--- src/rtl/cfgs_pkg.sv ---
`timescale 1ns/1ps
package cfgs_pkg;
    localparam int WORD_W = 32;
    localparam int CNT_W  = 32;
    localparam int LANES  = WORD_W / 8;
    localparam int LANE_W = $clog2(LANES);

    typedef enum logic [2:0] {
        ST_IDLE,
        ST_RUN,
        ST_WR,
        ST_RDQ,
        ST_RDW
    } stream_st_t;

    typedef struct packed {
        logic need_span;
        logic need_fin;
    } chk_need_t;

    function automatic logic on_span(input logic [CNT_W-1:0] cnt, input int span_log2);
        logic [CNT_W-1:0] m;
        m = (CNT_W'(1) << span_log2) - CNT_W'(1);
        return (cnt & m) == '0;
    endfunction
endpackage

--- src/rtl/cfgs_packer.sv ---
`timescale 1ns/1ps
module cfgs_packer
    import cfgs_pkg::*;
(
    input  logic              clk,
    input  logic              rst,
    input  logic              clr,
    input  logic              push,
    input  logic              last,
    input  logic [7:0]        din,
    output logic [LANE_W-1:0] lane,
    output logic [WORD_W-1:0] word
);
    logic [WORD_W-1:0] nxt;

    always_comb begin
        for (int i = 0; i < LANES; i++) begin
            if (lane == LANE_W'(i))
                nxt[8*i +: 8] = din;
            else if (lane == '0)
                nxt[8*i +: 8] = 8'h00;
            else
                nxt[8*i +: 8] = word[8*i +: 8];
        end
    end

    always_ff @(posedge clk) begin
        if (rst || clr) begin
            lane <= '0;
            word <= '0;
        end else if (push) begin
            word <= nxt;
            lane <= (last || lane == LANE_W'(LANES-1)) ? '0 : lane + LANE_W'(1);
        end
    end

    p_lane_restart_r3: assert property (@(posedge clk) disable iff (rst)
        (push && last && !clr) |=> lane == '0);
endmodule

--- src/rtl/cfgs_check_sched.sv ---
`timescale 1ns/1ps
module cfgs_check_sched
    import cfgs_pkg::*;
#(
    parameter int SPAN_LOG2 = 12
) (
    input  logic             chk_on,
    input  logic             word_last,
    input  logic [CNT_W-1:0] total,
    output chk_need_t        need
);
    always_comb begin
        need.need_span = chk_on && on_span(total, SPAN_LOG2);
        need.need_fin  = chk_on && word_last;
    end
endmodule

--- src/rtl/cfgs_port_mux.sv ---
`timescale 1ns/1ps
module cfgs_port_mux
    import cfgs_pkg::*;
#(
    parameter int                CFG_AW      = 12,
    parameter logic [CFG_AW-1:0] DATA_ADDR   = 12'h228,
    parameter logic [CFG_AW-1:0] STATUS_ADDR = 12'h21C
) (
    input  logic              issue_wr,
    input  logic              issue_rd,
    input  logic              use_mem,
    input  logic [WORD_W-1:0] wdata,
    input  logic              mem_wr_ready,
    input  logic              cfg_ready,
    output logic              mem_wr_valid,
    output logic [WORD_W-1:0] mem_wr_data,
    output logic              cfg_valid,
    output logic              cfg_write,
    output logic [CFG_AW-1:0] cfg_addr,
    output logic [WORD_W-1:0] cfg_wdata,
    output logic              accepted
);
    always_comb begin
        mem_wr_valid = issue_wr && use_mem;
        mem_wr_data  = wdata;
        cfg_valid    = (issue_wr && !use_mem) || issue_rd;
        cfg_write    = issue_wr && !use_mem;
        cfg_addr     = issue_rd ? STATUS_ADDR : DATA_ADDR;
        cfg_wdata    = issue_rd ? '0 : wdata;
        accepted     = (mem_wr_valid && mem_wr_ready) || (cfg_valid && cfg_ready);
    end
endmodule

--- src/rtl/cfg_word_streamer.sv ---
`timescale 1ns/1ps
module cfg_word_streamer
    import cfgs_pkg::*;
#(
    parameter int                CFG_AW      = 12,
    parameter logic [CFG_AW-1:0] DATA_ADDR   = 12'h228,
    parameter logic [CFG_AW-1:0] STATUS_ADDR = 12'h21C,
    parameter int                ERR_BIT     = 19,
    parameter int                SPAN_LOG2   = 12
) (
    input  logic              clk,
    input  logic              rst,
    input  logic              start,
    input  logic              chk_en,
    input  logic              path_mem,
    input  logic              s_valid,
    input  logic [7:0]        s_data,
    input  logic              s_last,
    output logic              s_ready,
    output logic              mem_wr_valid,
    output logic [31:0]       mem_wr_data,
    input  logic              mem_wr_ready,
    output logic              cfg_valid,
    output logic              cfg_write,
    output logic [CFG_AW-1:0] cfg_addr,
    output logic [31:0]       cfg_wdata,
    input  logic              cfg_ready,
    input  logic              cfg_rvalid,
    input  logic [31:0]       cfg_rdata,
    output logic [31:0]       byte_count,
    output logic              done,
    output logic              error
);
    stream_st_t        st;
    logic              chk_q, path_q, last_q, fin_pend;
    logic [CNT_W-1:0]  cnt;
    logic [LANE_W-1:0] lane;
    logic [WORD_W-1:0] word;
    logic              push, word_end, accepted;
    chk_need_t         need;

    assign push     = (st == ST_RUN) && s_valid;
    assign word_end = push && (s_last || lane == LANE_W'(LANES-1));
    assign s_ready  = (st == ST_RUN);

    cfgs_packer u_pack (
        .clk(clk), .rst(rst), .clr(start), .push(push), .last(s_last),
        .din(s_data), .lane(lane), .word(word)
    );

    cfgs_check_sched #(.SPAN_LOG2(SPAN_LOG2)) u_sched (
        .chk_on(chk_q), .word_last(last_q), .total(cnt), .need(need)
    );

    cfgs_port_mux #(.CFG_AW(CFG_AW), .DATA_ADDR(DATA_ADDR), .STATUS_ADDR(STATUS_ADDR)) u_mux (
        .issue_wr(st == ST_WR), .issue_rd(st == ST_RDQ), .use_mem(path_q),
        .wdata(word), .mem_wr_ready(mem_wr_ready), .cfg_ready(cfg_ready),
        .mem_wr_valid(mem_wr_valid), .mem_wr_data(mem_wr_data),
        .cfg_valid(cfg_valid), .cfg_write(cfg_write), .cfg_addr(cfg_addr),
        .cfg_wdata(cfg_wdata), .accepted(accepted)
    );

    always_ff @(posedge clk) begin
        if (rst) begin
            st       <= ST_IDLE;
            chk_q    <= 1'b0;
            path_q   <= 1'b0;
            last_q   <= 1'b0;
            fin_pend <= 1'b0;
            cnt      <= '0;
            done     <= 1'b0;
            error    <= 1'b0;
        end else if (start) begin
            st       <= ST_RUN;
            chk_q    <= chk_en;
            path_q   <= path_mem;
            last_q   <= 1'b0;
            fin_pend <= 1'b0;
            cnt      <= '0;
            done     <= 1'b0;
            error    <= 1'b0;
        end else begin
            case (st)
                ST_RUN: if (push) begin
                    cnt <= cnt + CNT_W'(1);
                    if (word_end) begin
                        st     <= ST_WR;
                        last_q <= s_last;
                    end
                end
                ST_WR: if (accepted) begin
                    if (need.need_span) begin
                        st       <= ST_RDQ;
                        fin_pend <= need.need_fin;
                    end else if (need.need_fin) begin
                        st       <= ST_RDQ;
                        fin_pend <= 1'b0;
                    end else if (last_q) begin
                        st   <= ST_IDLE;
                        done <= 1'b1;
                    end else begin
                        st <= ST_RUN;
                    end
                end
                ST_RDQ: if (accepted) st <= ST_RDW;
                ST_RDW: if (cfg_rvalid) begin
                    if (cfg_rdata[ERR_BIT]) begin
                        st    <= ST_IDLE;
                        error <= 1'b1;
                        done  <= 1'b1;
                    end else if (fin_pend) begin
                        st       <= ST_RDQ;
                        fin_pend <= 1'b0;
                    end else if (last_q) begin
                        st   <= ST_IDLE;
                        done <= 1'b1;
                    end else begin
                        st <= ST_RUN;
                    end
                end
                default: ;
            endcase
        end
    end

    assign byte_count = cnt;

    p_one_port_r4: assert property (@(posedge clk) disable iff (rst)
        !(mem_wr_valid && cfg_valid));
    p_busy_no_ready_r5: assert property (@(posedge clk) disable iff (rst)
        (mem_wr_valid || cfg_valid) |-> !s_ready);
    p_hold_write_r5: assert property (@(posedge clk) disable iff (rst)
        (mem_wr_valid && !mem_wr_ready && !start) |=> (mem_wr_valid && $stable(mem_wr_data)));
    p_no_read_unchecked_r9: assert property (@(posedge clk) disable iff (rst)
        (cfg_valid && !cfg_write) |-> chk_q);
    p_error_sticky_r8: assert property (@(posedge clk) disable iff (rst)
        (error && !start) |=> (error && done && $stable(byte_count)));
    p_count_step_r10: assert property (@(posedge clk) disable iff (rst)
        !start |=> (byte_count == $past(byte_count) || byte_count == $past(byte_count) + 32'd1));
    p_done_quiet_r11: assert property (@(posedge clk) disable iff (rst)
        done |-> (!s_ready && !mem_wr_valid && !cfg_valid));
endmodule

--- config.mk ---
export PLATFORM = sky130hd
export DESIGN_NAME = cfg_word_streamer
export DESIGN_NICKNAME = d
export VERILOG_FILES = /design/src/rtl/cfgs_pkg.sv /design/src/rtl/cfgs_packer.sv /design/src/rtl/cfgs_check_sched.sv /design/src/rtl/cfgs_port_mux.sv /design/src/rtl/cfg_word_streamer.sv
export SDC_FILE = /design/constraint.sdc
export NUM_CORES = 1
export LEC_CHECK = 0
export ABC_CLOCK_PERIOD_IN_PS = 1400
export BUFFER_PORTS_ARGS = -buffer_cell sky130_fd_sc_hd__buf_4
export CORE_UTILIZATION = 35
export DETAILED_ROUTE_END_ITERATION = 8
export PLACE_DENSITY = 0.68
export SLEW_MARGIN = 20
export SYNTH_ARGS = -nofsm -noshare
export SYNTH_HDL_FRONTEND = slang
export SYNTH_SLANG_ARGS = --single-unit
--- constraint.sdc ---
create_clock -name clk -period 1.4 [get_ports clk]
set_input_delay 0 -clock clk [delete_from_list [all_inputs] [get_ports clk]]
set_output_delay 0 -clock clk [all_outputs]
set_load 0.01 [all_outputs]
Word-level counts from Yosys, hierarchy flattened
Index checks and enable logic that the tools add are counted.

Flip-flop bits (word level): 75. Bits in latches: 0. Memory bits (writable): 0. Memory bits (read-only): 0. Input port bits: 50. Memories kept: 0.

Add/subtract/negate cells: 2. Multipliers: 0. Div/mod/pow operators: 0. $lt $le $gt $ge: 0. Eq/ne operators: 22. Shifts and indexed selects: 0. Multiplexer cells: 33. Bitwise logic cells: 0. Reduce and logical (&&, ||, !) cells: 33.

Operators with widths (count): adder 32 x 1 -> 32 bit, second input constant (1); logical NOT 32 bit (1); two-way mux 32 bit (1); two-way mux 8 bit (4); two-way mux 3 bit (7); AND reduction 6 bit (3); != test 3 bit, second input constant (5); two-way mux 1 bit (14); != test 2 bit, second input constant (6); case mux 3 bit (4 select lines) (1); AND reduction 2 bit (5); logical AND 1 bit (8); nonzero test 2 bit (4); equality test 3 x 2 -> 1 bit, second input constant (2); two-way mux 2 bit (3); two-way mux 6 bit (1); != test 3 x 2 -> 1 bit, second input constant (2); AND reduction 3 bit (2); AND reduction 5 bit (1); nonzero test 5 bit (1); equality test 2 bit, second input constant (2); logical OR 1 bit (4); != test 2 x 1 -> 1 bit, second input constant (2); case mux 1 bit (2 select lines) (2); other kinds (8) (8).

Longest topological paths before layout
Word-level depth: 8. Depth in mapped cells: 7.

Modules after synthesis
Synthesis repeated with hierarchy kept, for this count alone.

Cell total of the unflattened synthesis: 462. Area, all modules: 4030.1 um2.

Modules (own cells, without submodules): cfg_word_streamer (instances 1, cells each 240, area each 2045.7 um2, sequential area each 820.8 um2); cfgs_packer (instances 1, cells each 130, area each 1346.3 um2, sequential area each 680.7 um2); cfgs_port_mux (instances 1, cells each 86, area each 599.3 um2, sequential area each 0.0 um2); cfgs_check_sched (instances 1, cells each 6, area each 38.8 um2, sequential area each 0.0 um2).

Worst setup path after synthesis
Ideal clock, no wire load.

Path type: register to register. Start point: register st[0]. End point: register u_pack.word[16]. Arrival time: 1.387 ns. Required time: 1.272 ns. Path slack: -0.114 ns. Stages on the path, launching flop included: 7. Buffers on the path: 1. Cell sequence: dfxtp_1 nor3b_2 and2_1 buf_6 o21ai_2 a22oi_1 nor2_1.

Word-level cells in the longest chain between the ends: 3.

Ends and longest elaborated chain: start, declared (line cfg_word_streamer.sv:34) `stream_st_t st;`; start signal, assigned (line cfg_word_streamer.sv:65) `st <= ST_IDLE;`; start signal, assigned (line cfg_word_streamer.sv:74) `st <= ST_RUN;`; start signal, assigned (line cfg_word_streamer.sv:87) `st <= ST_WR;`; equality test 3 x 1 -> 1 bit; net s_ready (line cfg_word_streamer.sv:19) `output logic s_ready,`; logical AND 1 bit (line cfg_word_streamer.sv:42) `assign push = (st == ST_RUN) && s_valid;`; AND reduction 2 bit (no line); end signal, assigned (line cfgs_packer.sv:32) `word <= nxt;`; end, declared (line cfgs_packer.sv:12) `output logic [WORD_W-1:0] word`.

The timed path passes the listed nets, and every way through them passes these cells. A chain may end at the register's enable or synchronous reset.

Worst setup path in the final report
Start point: register st[2]. End point: output cfg_wdata[20].

Word-level cells in the longest chain between the ends: 2.

Ends and longest elaborated chain: equality test 3 x 2 -> 1 bit (line cfg_word_streamer.sv:56) `.issue_wr(st == ST_WR), .issue_rd(st == ST_RDQ), .use_mem(path_q),`; two-way mux 32 bit (line cfgs_port_mux.sv:29) `cfg_wdata = issue_rd ? '0 : wdata;`; end, declared (line cfg_word_streamer.sv:26) `output logic [31:0] cfg_wdata,`.

Every way passes these cells.

==> results.rst <==
.. list-table::
   :header-rows: 1

   * - Metric
     - Value
   * - Util after Layout
     - 60.3%
   * - Wire length of the first global-routing pass
     - 16.0 mm
   * - Area inside the core boundary
     - 0.00986 sq mm
   * - Cell at the root of the clock tree
     - sky130_fd_sc_hd__clkbuf_8
   * - Cell row count
     - 36
   * - Cts bufs inserted
     - 9
   * - Number of max-capacitance violations reported
     - 0
   * - Synthesized area divided by synthesized cell count
     - 8.45 sq um
   * - Final critical delay including setup and external delays
     - 1.55 ns
   * - Floorplan die height
     - 103 um
   * - Share of post-route cells with drive strength above 1
     - 49.2%
   * - Worst Path Arrival
     - 1.55 ns
   * - Launching element of the worst setup path
     - st[2]
   * - Endpoint of the worst-slack reg-to-reg timing path
     - u_pack.word[30]
   * - Fin crit share
     - 111%
   * - Depth of the worst hold-timing path
     - 4
   * - Insertion delay to the later sink of the worst-skew pair
     - 0.35 ns
   * - Overflow left after global routing
     - 0
   * - Number of synthesized flops with an enable pin
     - 0
   * - Full die area
     - 0.0107 sq mm
   * - Worst vdd rail ir drop
     - 359 uV
   * - Static leakage
     - 2.52 nW
   * - Antenna violation net count after detailed routing
     - 0
   * - RSZ-0062 raised after global routing
     - yes
   * - Top area cells in the synthesized netlist
     - sky130_fd_sc_hd__dfxtp_1, sky130_fd_sc_hd__xor2_1, sky130_fd_sc_hd__nor2_1, sky130_fd_sc_hd__and2_1, sky130_fd_sc_hd__nand3_1
   * - Most frequent cells after synthesis
     - sky130_fd_sc_hd__dfxtp_1, sky130_fd_sc_hd__nor2_1, sky130_fd_sc_hd__nand2_1
   * - Failing checks
     - negative setup slack
   * - Total I/O pin count
     - 164
   * - Endpoint kind of the worst setup timing path
     - output port
   * - Antenna violations before repair
     - 0
   * - Overall routed net length
     - 11.0 mm
   * - Share of Yosys cell area claimed by the top area cell type
     - 41.8%
   * - Finished Cell Area
     - 0.00595 sq mm
   * - Status
     - finished, violations left
   * - Post-detailed-placement half-perimeter wirelength
     - 7.25 mm
   * - Prevailing post-synth register cell
     - sky130_fd_sc_hd__dfxtp_1
   * - Antenna Cells
     - 0
   * - Mean number of vias per cell
     - 4.90
   * - Count of different cell masters after synthesis
     - 44
   * - Worst path required time
     - 1.40 ns
   * - Synthesis-to-layout area growth
     - 65.8%
   * - Standard cell area after detailed placement
     - 0.00498 sq mm
   * - Synthesized flop and latch total
     - 75
   * - TritonCTS sink count
     - 75
   * - Dominant cell by count in the synthesized netlist
     - sky130_fd_sc_hd__dfxtp_1
   * - Clock slew seen by the registers of the worst setup and hold paths
     - 0.08 ns
   * - Clock tree from TritonCTS
     - built
   * - Cells after DPL
     - 707
   * - Global-route total usage across every layer
     - 19.4%
   * - Post-synth ARST share
     - 0%
   * - Post-Synthesis Cell Area
     - 0.00359 sq mm
   * - Post-route DRC violation count
     - 0
   * - Number of filler cells placed in the layout
     - 843
   * - Layout net count
     - 675
   * - Worst hold path class
     - input port to flip-flop
   * - # H-tree levels
     - 3
   * - Hold Vio Cnt, Final
     - 0
   * - PwrDens
     - 721 mW/mm^2
   * - Setup crit start kind
     - flip-flop
   * - Final setup skew
     - 0.0128 ns
   * - Final number of max-transition violations
     - 0
   * - Worst-case clock buffer depth
     - 2
   * - Effective utilization at floorplan
     - 36.4%
   * - Final WS setup
     - -0.147 ns
   * - Worst setup endpoint
     - cfg_wdata[20]
   * - Routed via count
     - 3706
   * - Worst reg2reg startpoint
     - st[2]
   * - Synth warn
     - 0
   * - Kind of critical path
     - flip-flop to output port
   * - First-pass iteration count of the detailed router
     - 4
   * - Non-filler cells in the finished layout
     - 757
   * - CP Max Fanout
     - 17
   * - Placer congestion estimate
     - 0.868
   * - Drt initial violations
     - 147
   * - Area leader, netlist
     - sky130_fd_sc_hd__dfxtp_1
   * - Wire per inst
     - 14.6 um
   * - Number of buffers added on ports
     - 123
   * - Die Width
     - 103 um
   * - Post-Syn Instances
     - 425
   * - Sequential-to-total area share from yosys stat
     - 41.8%
   * - Pin count of the biggest net entering global routing
     - 71
   * - R2r setup slk
     - -0.13 ns
   * - Highest achievable clock rate
     - 646 MHz
   * - Total setup violations reported at the end of the flow
     - 87
   * - Via count of the first global-routing pass
     - 3409
   * - Path depth of the worst reg2reg path
     - 6
   * - Final sum of negative setup slack
     - -6.67 ns
worst max-delay path, stage by stage (launching register included):
cell and delay [ns]:
sky130_fd_sc_hd__dfxtp_4 0.36, sky130_fd_sc_hd__buf_6 0.12, sky130_fd_sc_hd__nor2b_4 0.14, sky130_fd_sc_hd__nand2_4 0.11
sky130_fd_sc_hd__buf_12 0.16, sky130_fd_sc_hd__and2_1 0.16, sky130_fd_sc_hd__buf_4 0.14
kinds of logic (layout without fill, tap and decap cells):
kind of cell	after synthesis	in the layout	synth area share [%]
muxes	4	4	1.15
and+or+nand+nor	210	210	30.6
other	2	9	0.209
DFF	75	75	41.8
adders and majority gates	6	6	2.09
AOI/OAI and AO/OA	56	56	10.1
buffers and inverters	42	234	6.62
xor gates and xnor gates	30	30	7.32
placed cells by master (no fill, tap or decap), types with 8 or more instances in the layout:
| master | netlist | final |
|---|---|---|
| sky130_fd_sc_hd__and2_4 | 0 | 18 |
| sky130_fd_sc_hd__dfxtp_1 | 75 | 57 |
| sky130_fd_sc_hd__nand4_1 | 11 | 11 |
| sky130_fd_sc_hd__nand3_2 | 0 | 11 |
| sky130_fd_sc_hd__nand3_1 | 33 | 22 |
| sky130_fd_sc_hd__conb_1 | 2 | 9 |
| sky130_fd_sc_hd__buf_4 | 12 | 156 |
| sky130_fd_sc_hd__clkbuf_8 | 0 | 10 |
| sky130_fd_sc_hd__dlygate4sd3_1 | 0 | 17 |
| sky130_fd_sc_hd__a22oi_2 | 0 | 9 |
| sky130_fd_sc_hd__xor2_1 | 26 | 26 |
| sky130_fd_sc_hd__nand2_1 | 37 | 31 |
| sky130_fd_sc_hd__buf_6 | 4 | 33 |
| sky130_fd_sc_hd__a21oi_1 | 23 | 20 |
| sky130_fd_sc_hd__and3_1 | 10 | 8 |
| sky130_fd_sc_hd__and2_1 | 33 | 15 |
| sky130_fd_sc_hd__dfxtp_2 | 0 | 12 |
| sky130_fd_sc_hd__nor2_1 | 60 | 57 |
| sky130_fd_sc_hd__a22oi_1 | 20 | 11 |
registers in the layout, indices dropped and copies added, names as in the netlist:
signal / count
done: 1
byte_count: 32
u_pack.word: 32
last_q: 1
st: 3
error: 1
chk_q: 1
u_pack.lane: 2
fin_pend: 1
path_q: 1
final cells by class:
type                       count  area, sq um  area share [%]
clock buffer                  11          141            2.38
multi-input combinational    315         2210            37.1
clock inverter                 5         62.6            1.05
inverter                       8         35.0           0.589
timing repair buffer         210         1800            30.2
tap                          133          166            2.80
sequential                    75         1540            25.9
worst min-delay path by stage:
| stage | start | end | slack (ns) |
|---|---|---|---|
| global route | cfg_rvalid | st[2] | 0.05 |
| CTS | cfg_rvalid | st[2] | 0.03 |
| floorplan | rst | st[0] | 0.06 |
| detailed placement | rst | st[0] | 0.21 |
| finish | cfg_rvalid | st[2] | 0.06 |
| global placement | rst | st[0] | 0.20 |
routing by layer:
layer,track usage (%),routed length (um)
met1,24.5,4820
met2,33.7,5640
met3,3.02,476
met4,6.39,100
met5,0,0
stage by stage:
stage | power (mW) | hold slack [ns] | setup slack, ns
3_3_place_gp | 2.50 | 0.198 | -0.0736
4_1_cts | 4.27 | 0.0320 | -0.118
5_1_grt | 4.45 | 0.0525 | -0.218
6_report | 4.29 | 0.0632 | -0.147
2_1_floorplan | 2.38 | 0.0650 | -0.0216
3_5_place_dp | 2.51 | 0.205 | -0.139
what timing repair did:
item	4_1_cts	5_1_grt
endpoints found under the setup margin	102	102
hold buffers	17	0
setup buffers	12	4
endpoints found under the hold margin	40	0
pin swaps	16	47
cloned	1	2
gates resized for setup	41	81
power breakdown:
| group | total [mW] | switching [mW] | internal, mW | leakage [nW] |
|---|---|---|---|---|
| clock | 1.71 | 0.833 | 0.879 | 0.0957 |
| sequential | 2.15 | 0.0178 | 2.14 | 0.616 |
| combinational | 0.426 | 0.222 | 0.204 | 1.81 |
Note: power is estimated with default switching activity, not from simulation.
